File: config.mk
export PLATFORM = sky130hd
export DESIGN_NAME = rtc_tod_engine
export DESIGN_NICKNAME = d
export VERILOG_FILES = /design/src/rtl/rtc_tod_pkg.sv /design/src/rtl/tod_counter.sv /design/src/rtl/tod_encode.sv /design/src/rtl/tod_decode.sv /design/src/rtl/tod_alarm.sv /design/src/rtl/rtc_tod_engine.sv
export SDC_FILE = /design/constraint.sdc
export NUM_CORES = 1
export LEC_CHECK = 0
export ABC_CLOCK_PERIOD_IN_PS = 6530
export BUFFER_PORTS_ARGS = -buffer_cell sky130_fd_sc_hd__clkbuf_2
export CELL_PAD_IN_SITES_DETAIL_PLACEMENT = 0
export CELL_PAD_IN_SITES_GLOBAL_PLACEMENT = 1
export CORE_ASPECT_RATIO = 0.9
export CORE_UTILIZATION = 40
export CTS_CLUSTER_DIAMETER = 150
export DETAILED_ROUTE_END_ITERATION = 8
export PLACE_DENSITY_LB_ADDON = 0.1
export SYNTH_ARGS = -nofsm -noshare
export SYNTH_HDL_FRONTEND = slang
export SYNTH_SLANG_ARGS = --single-unit
export TNS_END_PERCENT = 100
File: constraint.sdc
create_clock -name clk_i -period 6.53 [get_ports clk_i]
set_input_delay 0 -clock clk_i [delete_from_list [all_inputs] [get_ports clk_i]]
set_output_delay 0 -clock clk_i [all_outputs]
set_load 0.005 [all_outputs]
File: src/rtl/rtc_tod_pkg.sv
package rtc_tod_pkg;

  typedef struct packed {
    logic [6:0] yr;
    logic [6:0] mon;
    logic [6:0] date;
    logic [6:0] dow;
    logic [6:0] hr;
    logic [6:0] min;
    logic [6:0] sec;
  } tod_t;

  typedef struct packed {
    logic [7:0] yr;
    logic [7:0] mon;
    logic [7:0] date;
    logic [7:0] dow;
    logic [7:0] hr;
    logic [7:0] min;
    logic [7:0] sec;
  } tod_bytes_t;

  localparam logic [2:0] OSC_RUN = 3'b010;
  localparam tod_t TOD_RST = '{yr: 7'd0, mon: 7'd1, date: 7'd1, dow: 7'd1,
                               hr: 7'd0, min: 7'd0, sec: 7'd0};
  localparam tod_bytes_t VIS_RST = '{yr: 8'h00, mon: 8'h01, date: 8'h01, dow: 8'h01,
                                     hr: 8'h00, min: 8'h00, sec: 8'h00};

  function automatic logic [7:0] enc_val(input logic [6:0] v, input logic bin);
    logic [6:0] tens, ones;
    tens = v / 7'd10;
    ones = v % 7'd10;
    return bin ? {1'b0, v} : {tens[3:0], ones[3:0]};
  endfunction

  function automatic logic [6:0] dec_val(input logic [7:0] b, input logic bin);
    return bin ? b[6:0] : ({3'b000, b[7:4]} * 7'd10 + {3'b000, b[3:0]});
  endfunction

  // year divisible by 4 -> leap
  function automatic logic [6:0] month_days(input logic [6:0] mon, input logic [6:0] yr);
    case (mon)
      7'd2:                     return (yr[1:0] == 2'b00) ? 7'd29 : 7'd28;
      7'd4, 7'd6, 7'd9, 7'd11:  return 7'd30;
      default:                  return 7'd31;
    endcase
  endfunction

endpackage

File: src/rtl/tod_counter.sv
module tod_counter
  import rtc_tod_pkg::*;
(
  input  logic clk_i,
  input  logic rst_ni,
  input  logic adv_i,
  input  logic load_i,
  input  tod_t load_val_i,
  output tod_t tod_o
);

  tod_t q, nxt;

  always_comb begin
    nxt = q;
    if (q.sec < 7'd59) nxt.sec = q.sec + 7'd1;
    else begin
      nxt.sec = 7'd0;
      if (q.min < 7'd59) nxt.min = q.min + 7'd1;
      else begin
        nxt.min = 7'd0;
        if (q.hr < 7'd23) nxt.hr = q.hr + 7'd1;
        else begin
          nxt.hr  = 7'd0;
          nxt.dow = (q.dow >= 7'd7) ? 7'd1 : q.dow + 7'd1;
          if (q.date < month_days(q.mon, q.yr)) nxt.date = q.date + 7'd1;
          else begin
            nxt.date = 7'd1;
            if (q.mon < 7'd12) nxt.mon = q.mon + 7'd1;
            else begin
              nxt.mon = 7'd1;
              nxt.yr  = (q.yr >= 7'd99) ? 7'd0 : q.yr + 7'd1;
            end
          end
        end
      end
    end
  end

  always_ff @(posedge clk_i or negedge rst_ni) begin
    if (!rst_ni)     q <= TOD_RST;
    else if (load_i) q <= load_val_i;
    else if (adv_i)  q <= nxt;
  end

  assign tod_o = q;

  a_r2_sec_wrap: assert property (@(posedge clk_i) disable iff (!rst_ni)
    (adv_i && !load_i && q.sec == 7'd59) |=> (q.sec == 7'd0 && q.min != $past(q.min)));

endmodule

File: src/rtl/tod_encode.sv
module tod_encode
  import rtc_tod_pkg::*;
(
  input  tod_t       tod_i,
  input  logic       bin_i,
  input  logic       h24_i,
  output tod_bytes_t bytes_o
);

  logic       pm;
  logic [6:0] h12;
  logic [7:0] h12_b;

  always_comb begin
    pm  = tod_i.hr >= 7'd12;
    h12 = pm ? tod_i.hr - 7'd12 : tod_i.hr;
    if (h12 == 7'd0) h12 = 7'd12;
    h12_b = enc_val(h12, bin_i);
    bytes_o.sec  = enc_val(tod_i.sec,  bin_i);
    bytes_o.min  = enc_val(tod_i.min,  bin_i);
    bytes_o.hr   = h24_i ? enc_val(tod_i.hr, bin_i) : {pm, h12_b[6:0]};
    bytes_o.dow  = enc_val(tod_i.dow,  bin_i);
    bytes_o.date = enc_val(tod_i.date, bin_i);
    bytes_o.mon  = enc_val(tod_i.mon,  bin_i);
    bytes_o.yr   = enc_val(tod_i.yr,   bin_i);
  end

endmodule

File: src/rtl/tod_decode.sv
module tod_decode
  import rtc_tod_pkg::*;
(
  input  tod_bytes_t bytes_i,
  input  logic       bin_i,
  input  logic       h24_i,
  output tod_t       tod_o
);

  logic [6:0] h_raw, h_base;

  always_comb begin
    h_raw  = dec_val({1'b0, bytes_i.hr[6:0]}, bin_i);
    h_base = (h_raw == 7'd12) ? 7'd0 : h_raw;
    tod_o.sec  = dec_val(bytes_i.sec,  bin_i);
    tod_o.min  = dec_val(bytes_i.min,  bin_i);
    tod_o.hr   = h24_i ? dec_val(bytes_i.hr, bin_i)
                       : (bytes_i.hr[7] ? h_base + 7'd12 : h_base);
    tod_o.dow  = dec_val(bytes_i.dow,  bin_i);
    tod_o.date = dec_val(bytes_i.date, bin_i);
    tod_o.mon  = dec_val(bytes_i.mon,  bin_i);
    tod_o.yr   = dec_val(bytes_i.yr,   bin_i);
  end

endmodule

File: src/rtl/tod_alarm.sv
module tod_alarm #(
  parameter int NFIELD = 3
) (
  input  logic [NFIELD-1:0][7:0] now_i,
  input  logic [NFIELD-1:0][7:0] alm_i,
  output logic                   match_o
);

  logic [NFIELD-1:0] hit;

  for (genvar i = 0; i < NFIELD; i++) begin : g_fld
    assign hit[i] = (alm_i[i][7:6] == 2'b11) || (alm_i[i] == now_i[i]);
  end

  assign match_o = &hit;

endmodule

File: src/rtl/rtc_tod_engine.sv
module rtc_tod_engine
  import rtc_tod_pkg::*;
#(
  parameter int UPD_CYCLES = 4
) (
  input  logic       clk_i,
  input  logic       rst_ni,
  input  logic       tick_i,
  input  logic [2:0] osc_sel_i,
  input  logic       set_mode_i,
  input  logic       bin_mode_i,
  input  logic       h24_i,
  input  logic       alarm_en_i,
  input  logic       upd_en_i,
  input  logic [7:0] alarm_sec_i,
  input  logic [7:0] alarm_min_i,
  input  logic [7:0] alarm_hr_i,
  input  logic       load_i,
  input  logic [7:0] ld_sec_i,
  input  logic [7:0] ld_min_i,
  input  logic [7:0] ld_hr_i,
  input  logic [7:0] ld_dow_i,
  input  logic [7:0] ld_date_i,
  input  logic [7:0] ld_mon_i,
  input  logic [7:0] ld_yr_i,
  output logic [7:0] sec_o,
  output logic [7:0] min_o,
  output logic [7:0] hr_o,
  output logic [7:0] dow_o,
  output logic [7:0] date_o,
  output logic [7:0] mon_o,
  output logic [7:0] yr_o,
  output logic       uip_o,
  output logic       alarm_o,
  output logic       upd_done_o
);

  localparam int CW = $clog2(UPD_CYCLES + 1);

  tod_t       cur, ld_val;
  tod_bytes_t ld_b, enc_b, vis_q;
  logic       accept, finish, match;
  logic       busy_q, uip_q, alarm_q, upd_q;
  logic [CW-1:0] cnt_q;

  assign ld_b   = {ld_yr_i, ld_mon_i, ld_date_i, ld_dow_i, ld_hr_i, ld_min_i, ld_sec_i};
  // ticks arriving inside an update window are dropped
  assign accept = tick_i && (osc_sel_i == OSC_RUN) && !busy_q && !load_i;
  assign finish = busy_q && (cnt_q == '0);

  tod_decode u_dec (.bytes_i(ld_b), .bin_i(bin_mode_i), .h24_i(h24_i), .tod_o(ld_val));

  tod_counter u_cnt (
    .clk_i(clk_i), .rst_ni(rst_ni), .adv_i(accept), .load_i(load_i),
    .load_val_i(ld_val), .tod_o(cur)
  );

  tod_encode u_enc (.tod_i(cur), .bin_i(bin_mode_i), .h24_i(h24_i), .bytes_o(enc_b));

  tod_alarm #(.NFIELD(3)) u_alm (
    .now_i({enc_b.hr, enc_b.min, enc_b.sec}),
    .alm_i({alarm_hr_i, alarm_min_i, alarm_sec_i}),
    .match_o(match)
  );

  always_ff @(posedge clk_i or negedge rst_ni) begin
    if (!rst_ni) begin
      busy_q <= 1'b0;
      cnt_q  <= '0;
    end else if (accept) begin
      busy_q <= 1'b1;
      cnt_q  <= CW'(UPD_CYCLES - 1);
    end else if (busy_q) begin
      if (cnt_q == '0) busy_q <= 1'b0;
      else             cnt_q  <= cnt_q - 1'b1;
    end
  end

  always_ff @(posedge clk_i or negedge rst_ni) begin
    if (!rst_ni) begin
      uip_q   <= 1'b0;
      vis_q   <= VIS_RST;
      alarm_q <= 1'b0;
      upd_q   <= 1'b0;
    end else begin
      if (set_mode_i)  uip_q <= 1'b0;
      else if (accept) uip_q <= 1'b1;
      else if (finish) uip_q <= 1'b0;
      if (load_i)                     vis_q <= ld_b;
      else if (finish && !set_mode_i) vis_q <= enc_b;
      alarm_q <= finish && alarm_en_i && match;
      upd_q   <= finish && upd_en_i;
    end
  end

  assign sec_o      = vis_q.sec;
  assign min_o      = vis_q.min;
  assign hr_o       = vis_q.hr;
  assign dow_o      = vis_q.dow;
  assign date_o     = vis_q.date;
  assign mon_o      = vis_q.mon;
  assign yr_o       = vis_q.yr;
  assign uip_o      = uip_q;
  assign alarm_o    = alarm_q;
  assign upd_done_o = upd_q;

  a_r8_set_no_uip: assert property (@(posedge clk_i) disable iff (!rst_ni)
    set_mode_i |=> !uip_o);
  a_r8_frozen: assert property (@(posedge clk_i) disable iff (!rst_ni)
    (set_mode_i && !load_i) |=> ($stable(sec_o) && $stable(hr_o) && $stable(date_o)));
  a_r6_osc_gate: assert property (@(posedge clk_i) disable iff (!rst_ni)
    (tick_i && osc_sel_i != OSC_RUN && !busy_q && !load_i) |=> !busy_q);
  a_r7_uip_rise: assert property (@(posedge clk_i) disable iff (!rst_ni)
    (tick_i && osc_sel_i == OSC_RUN && !busy_q && !load_i && !set_mode_i) |=> uip_o);
  a_r10_upd_at_end: assert property (@(posedge clk_i) disable iff (!rst_ni)
    upd_done_o |-> $fell(busy_q));
  a_r9_alarm_enabled: assert property (@(posedge clk_i) disable iff (!rst_ni)
    alarm_o |-> ($past(alarm_en_i) && $fell(busy_q)));

endmodule

==> results.tsv, run 1 <==
stage	metric	value	unit
run_status	status	completed	
clocking	cts_tree	built	
pwr	pwr-share-comb	62.5	%
sta	fmaxAchievable	0.1653	GHz
synthesis	yosysWarnings	0	
final_layout	stdcell_area	14340	sq um
synthesis	synth-edff-count	0	
sta	finClkSkew	9.165	ps
sta	maxSlewHeadroom	35.73	%
routing	postRouteWirelength	39600	um
pwr	p_seq_share	25.9	%
critical_path	crit_path_max_fanout	6	
pwr	p_per_area	338.2	nW/um^2
pwr	internal-power	2430	uW
synthesis	synth_seq_cells	112	
final_layout	nNetsFinal	1999	
pwr	switchingPower	2418	uW
final_layout	antenna_cells	0	
final_layout	drive_gt1_share	13.96	%
pwr	clock_power_share	11.6	%
critical_path	critPathArrivalTime	6310	ps
sta	setup_tns	0	ps
clocking	h-tree-depth	3	
synthesis	syn_inst	1683	
worst_hold_path	hold_class	in2reg	
critical_path	worstSetupPathType	reg2reg	
job	max_cap_viol_count	0	
sta	setup_viol	0	
routing	routedWlPerCell	17.88	um
routing	postRouteAntennaNets	0	
floorplan	num_rows	60	
sta	drv_slew	0	
pwr	leakagePower	0.006136	uW
routing	via_per_inst	5.660	
placed_design	hpwl	28100	um
synthesis	netlist.area_leader.share	21.32	%
pwr	power	4848	uW
grt	grt_usage	25.15	%
critical_path	worstSetupStartpointType	flop	
floorplan	ios	151	
sta	worst_slew_pin_slew	959.9	ps
sta	rsz0062_at_grt	false	
placed_design	io_buffers	150	
synthesis	syn_nets	1875	
pwr	ir_drop	0.0001671	V
sta	hold_viol	0	
synthesis	syn_area_per_cell	7.393	sq um
clocking	numCtsBuffers	9	
synthesis	synth.most_common_cell	nand2_1	
floorplan	die_w	187.9	um
grt	antenna_found_initial	0	
routing	drcViolationCount	0	
sta	period_share	92.66	%
routing	vias	12540	
critical_path	cp-startpoint	u_cnt.tod_o[16]	
floorplan	start_util	41.12	%
worst_hold_path	min-delay-start	ld_hr_i[5]	
grt	grt_start_max_net_pins	89	
synthesis	synthArstFlopShare	100.0	%
final_layout	postLayoutCoreUtil	47.38	%
final_layout	area.growth.synth_to_final	15.22	%
clocking	clockBufferDepth	2	
synthesis	synth_ff_type	dfrtp_1	
critical_path	endpoint_kind	flop	
synthesis	yosys.area.top_type	dfrtp_1	
clocking	clock-sinks	112	
synthesis	synth.top_cells.by_area	dfrtp_1, ha_1, o21ai_0	
routing	dr.first_iter.drc_count	575	
clocking	cts-root-buf	clkbuf_16	
placed_design	place_congestion	0.8761	
synthesis	synth_area	12440	sq um
floorplan	dieArea	31820	sq um
placed_design	placed_area	13390	sq um
clocking	insertion_delay	380	ps
synthesis	yosysSeqAreaShare	22.59	%
sta	period_needed	6051	ps
grt	first_global_vias	12140	
synthesis	yosysUniqueCellTypes	94	
floorplan	die_y	169.3	um
grt	grt_first_pass_wirelength	64540	um
routing	drt-pass1-iter-count	5	
critical_path	crit-reg2reg-launch	u_cnt.tod_o[16]	
clocking	clkTransAtPathRegs	80	ps
pwr	p_sw_share	49.87	%
synthesis	yosys-top-cells-count	nand2_1, o21ai_0, a21oi_1, nor2_1, clkbuf_1	
critical_path	required	6790	ps
floorplan	core	30250	sq um
grt	grt_overflow	0	
-- power groups by stage --
stage / Combinational, uW / Clock (uW) / Sequential [uW]
global placement: 2920 / 0 / 1260
global route: 3420 / 603 / 1300
detailed placement: 2950 / 0 / 1260
finish: 3030 / 562 / 1250
CTS: 3000 / 584 / 1250
floorplan: 2520 / 0 / 977
-- worst paths after layout --
check | end | cells past startpoint | slack, ps
min in group asynchronous | yr_o[3] | 2 | 320
hold reg to reg | u_cnt.tod_o[28] | 2 | 530
setup reg to reg | alarm_o | 24 | 480
hold / removal | hr_o[5] | 3 | 10
max in group asynchronous | u_cnt.tod_o[9] | 3 | 4970
setup / recovery | alarm_o | 24 | 480
-- cells by family (layout without fill, tap and decap cells) --
group,after synthesis,in the layout,synth area share (%)
AOI/OAI and AO/OA,577,577,28.85
and+or+nand+nor,551,551,20.99
buffers and inverters,205,334,6.386
DFF,112,112,22.59
adders and majority gates,104,104,11.22
xor gates and xnor gates,99,99,6.969
muxes,35,35,2.997
-- cells in the final DEF (no fill, tap or decap), types with 16 or more instances in the layout --
cell,n
nand2_1,190
clkbuf_2,147
nand3_1,42
mux2_2,18
ha_1,84
inv_1,74
o21ai_0,187
dlygate4sd3_1,64
a21oi_1,176
xnor2_1,58
mux2i_1,17
nand2b_1,19
buf_4,30
a31oi_1,20
nor2_1,142
xor2_1,41
dfrtp_1,105
a211oi_1,16
nor3_1,45
nor2b_1,34
a21o_1,19
-- sequential cells by signal, indices dropped and copies added (netlist names), 8 cells and up --
name and flops:
hr_o 8, yr_o 8, min_o 8, u_cnt.tod_o 49, sec_o 8, mon_o 8, dow_o 8, date_o 8
-- stage by stage --
stage                     instances  worst slack [ps]  hold WS [ps]
after floorplan                1683             418.4        -295.6
after global placement         2133             273.3         205.8
after detailed placement       2133             206.7         205.7
after CTS                      2213             167.8         2.672
after global routing           2215             54.85         31.52
final                          2215             479.2         10.99
-- layer usage --
layer  vias up  part of all wire [%]  track usage (%)  routed length (um)
li1       6249                     -                -                   -
met1      5983                    45            31.92               17910
met2       254                    49            44.49               19400
met3        50                   3.7            3.474                1479
met4         0                   2.1            6.928                 813
met5         -                     0                0                   0
-- layout make-up --
| cell class | count | area (sq um) |
|---|---|---|
| Tap cell | 403 | 504.2 |
| Sequential cell | 112 | 2811 |
| Clock inverter | 5 | 35.03 |
| Fill cell | 3103 | 15920 |
| Timing Repair Buffer | 241 | 1602 |
| Clock buffer | 11 | 232.7 |
| Inverter | 77 | 289.0 |
| Multi-Input combinational cell | 1366 | 8861 |
-- critical path, cell delays in order (launching register included) --
cell and delay [ps]:
dfrtp_1 390, ha_1 280, a2111oi_4 400, a21oi_1 140
ha_1 230, a21oi_2 170, mux2_2 350, a2111o_1 470
a21boi_1 190, ha_2 250, a41o_1 220, a211oi_2 230
nand2_1 130, a221oi_4 390, ha_1 230, a21oi_1 80
nand2b_1 140, o22a_2 240, a2111oi_1 500, o31ai_2 130
o311ai_2 130, xor2_1 110, nor3_1 190, nand4_1 90
a222oi_1 250
-- what timing repair did --
| item | CTS | global route |
|---|---|---|
| resized for setup | 0 | 8 |
| endpoints found under the setup margin | 0 | 3 |
| endpoints found under the hold margin | 126 | 0 |
| hold buffers | 64 | 0 |
| setup buffers | 0 | 2 |
No activity file was read; power rests on OpenSTA's default activity.
==> inputs of run 2 (changes only) <==
Settings changed: ABC_AREA set to 1, CORE_MARGIN set to 1, CORE_UTILIZATION 40 to 38.
==> run 2 against run 1 <==
Compared with the run above:
- the run now ends with hold timing left
- power is 0.53% higher
- largest power group unchanged
- flip-flop and latch count stayed put
- clock power is 8.4% higher
==> results.tsv, run 2 <==
stage	metric	value	unit	change
critical_path	worst_path_most_repeated_cell	nand2_1		
sta	hold_viol	2		+2
clocking	ctsResizeCount	0		unchanged
clocking	clkTransAtPathRegs	80	ps	about the same
sta	drv_slew	0		unchanged
synthesis	synth-adder-area-share	12.68	%	+1.5 points
final_layout	largest_reg_flops	49		unchanged
final_layout	final_cell_mix	nand2_1, inv_1, clkbuf_2, o21ai_0, nor2_1		
synthesis	synth-edff-count	0		unchanged
synthesis	synth_compound_area_share	19.17	%	-9.7 points
synthesis	syn_inst	1548		-8.0%
clocking	insertion_delay	370	ps	about the same
sta	maxSlewHeadroom	32.10	%	-3.6 points
critical_path	crit_path_max_fanout	8		+2
routing	postRouteAntennaNets	0		unchanged
grt	use_met3	3.060	%	-0.41 points
sta	fmaxAchievable	0.2267	GHz	+37%
grt	grt_usage	24.27	%	-0.88 points
floorplan	ios	151		unchanged
pwr	leakagePower	0.006349	uW	+3.5%
critical_path	max_stage_delay	550	ps	+50 ps
final_layout	drive_gt1_share	14.06	%	+0.098 points
sta	period_share	67.54	%	-25 points
synthesis	netlist.area_leader.share	24.79	%	+3.5 points
grt	use_met2	40.35	%	-4.1 points
synthesis	synth_simple_gate_area_share	27.20	%	+6.2 points
clocking	clockBufferDepth	2		unchanged
critical_path	worstSetupPathType	reg2reg		
grt	grt_first_pass_wirelength	54720	um	-15%
placed_design	io_buffers	150		unchanged
grt	busiest_layer	met2		
clocking	cts-root-buf	clkbuf_16		
clocking	numCtsBuffers	9		unchanged
floorplan	die_w	178.9	um	-4.8%
placed_design	hpwl	25590	um	-8.9%
synthesis	yosysUniqueCellTypes	58		-38%
synthesis	synth_seq_cells	112		unchanged
run_status	violations	hold timing		
routing	drcViolationCount	0		unchanged
synthesis	synthArstFlopShare	100.0	%	unchanged
synthesis	synth_area	10700	sq um	-14%
clocking	clock-sinks	112		unchanged
final_layout	area.growth.synth_to_final	16.66	%	
synthesis	syn_nets	1740		-7.2%
sta	finClkSkew	11.58	ps	+2.416 ps
floorplan	dieArea	28830	sq um	-9.4%
job	max_cap_viol_count	0		unchanged
synthesis	synthMuxAreaShare	0.1871	%	-2.8 points
critical_path	crit_slowest_cell	dfrtp_1		
floorplan	num_rows	57		-5.0%
final_layout	final_common_cell	nand2_1		
sta	setup_tns	0	ps	unchanged
critical_path	critPathArrivalTime	4710	ps	-1600 ps
grt	use_met1	33.48	%	+1.6 points
floorplan	die_y	161.2	um	-4.8%
synthesis	synth.top_cells.by_area	dfrtp_1, nand2_1, ha_1		
final_layout	nNetsFinal	1901		-4.9%
final_layout	antenna_cells	0		unchanged
grt	grt_start_max_net_pins	64		-28%
routing	via_per_inst	5.202		-8.1%
synthesis	yosys.area.top_type	dfrtp_1		
critical_path	worstSetupStartpointType	flop		
routing	routedWlPerCell	16.56	um	-7.3%
synthesis	synth.most_common_cell	nand2_1		
sta	hold_ws	-1.309	ps	-12.29 ps
grt	antenna_found_initial	0		unchanged
clocking	cts_hold_buf	41		-36%
placed_design	place_congestion	0.8460		-3.4%
routing	vias	10760		-14%
routing	postRouteWirelength	34250	um	-13%
placed_design	placed_area	11770	sq um	-12%
sta	period_needed	4411	ps	-1640 ps
critical_path	endpoint_kind	flop		
synthesis	synth_xor_area_share	5.637	%	-1.3 points
clocking	cts_tree	built		
routing	drt-pass1-iter-count	5		unchanged
clocking	cts_setup_buffers	0		unchanged
grt	first_global_vias	10260		-15%
worst_hold_path	hold_class	in2reg		
synthesis	synth_top_family_by_area	simple AND/OR/NAND/NOR gates		
synthesis	yosysSeqAreaShare	26.27	%	+3.7 points
floorplan	start_util	39.17	%	-2.0 points
pwr	p_per_area	390.5	nW/um^2	+15%
final_layout	stdcell_area	12480	sq um	-13%
synthesis	syn_area_per_cell	6.912	sq um	-6.5%
sta	rsz0062_at_grt	false		
final_layout	postLayoutCoreUtil	45.70	%	-1.7 points
synthesis	yosys-top-cells-count	nand2_1, inv_1, o21ai_0, nor2_1, dfrtp_1		
floorplan	core	27310	sq um	-9.7%
sta	setup_viol	0		unchanged
run_status	status	finished with violations		
pwr	ir_drop	0.0001862	V	+11%
sta	worst_slew_pin_slew	1017	ps	+57.51 ps
clocking	h-tree-depth	3		unchanged
critical_path	required	6830	ps	+40 ps
grt	grt_overflow	0		unchanged
synthesis	yosysWarnings	0		unchanged
synthesis	synth_ff_type	dfrtp_1		
routing	dr.first_iter.drc_count	583		+1.4%
[run 2: final cells by class]
class	count	area (sq um)
inverters	193	729.5
clock buffers	11	242.7
clock inverters	5	62.56
flip-flops and latches	112	2810
multi-input cells	1191	6948
well taps	354	442.9
fillers	2927	14830
repair buffers	202	1246
[run 2: kinds of logic (layout without fill, tap and decap cells)]
| group | after synthesis | in the layout |
|---|---|---|
| compound gates | 345 | 345 |
| fa+ha+maj | 100 | 100 |
| xor+xnor | 68 | 68 |
| flops | 112 | 112 |
| mux | 2 | 2 |
| simple gates | 676 | 676 |
| buf+inv | 245 | 411 |
[run 2: power by group]
| part | switching [uW] | internal [uW] |
|---|---|---|
| sequential | 214 | 870 |
| clock | 296 | 313 |
| combinational | 2020 | 1160 |
| total | 2530 | 2340 |
[run 2: worst paths after layout]
check | start | to | slack (ps) | cells past startpoint
max | u_cnt.tod_o[17] | alarm_o | 2120 | 33
min | alarm_sec_i[7] | alarm_o | -1 | 5
max reg2reg | u_cnt.tod_o[17] | alarm_o | 2120 | 33
min reg2reg | date_o[4] | date_o[4] | 490 | 2
max in group asynchronous | rst_ni | mon_o[3] | 4920 | 3
min in group asynchronous | rst_ni | hr_o[3] | 250 | 2
[run 2: metrics by stage]
step / hold WS [ps] / cells / setup slack (ps) / total power [uW]
CTS: 0.6718 / 2068 / 2132 / 4902
detailed placement: 132.7 / 2011 / 2175 / 4257
floorplan: -295.6 / 1548 / 2733 / 3535
finish: -1.309 / 2068 / 2119 / 4874
global route: 20.29 / 2068 / 1567 / 5405
global placement: 123.0 / 2011 / 2322 / 4228
[run 2: metal layers]
| metal | vias to the layer above | wire length, um | share of wire [%] |
|---|---|---|---|
| met5 | - | 0 | 0 |
| met4 | 0 | 386 | 1.1 |
| met3 | 24 | 1502 | 4.4 |
| met2 | 255 | 16050 | 47 |
| met1 | 5023 | 16320 | 48 |
| li1 | 5455 | - | - |
[run 2: worst max-delay path, delay by kind of cell (launching register included)]
kind | cells | cell delay [ps]
buffers and inverters | 4 | 520
adders and majority gates | 3 | 670
DFF | 1 | 550
and+or+nand+nor | 24 | 2210
AOI/OAI and AO/OA | 2 | 360
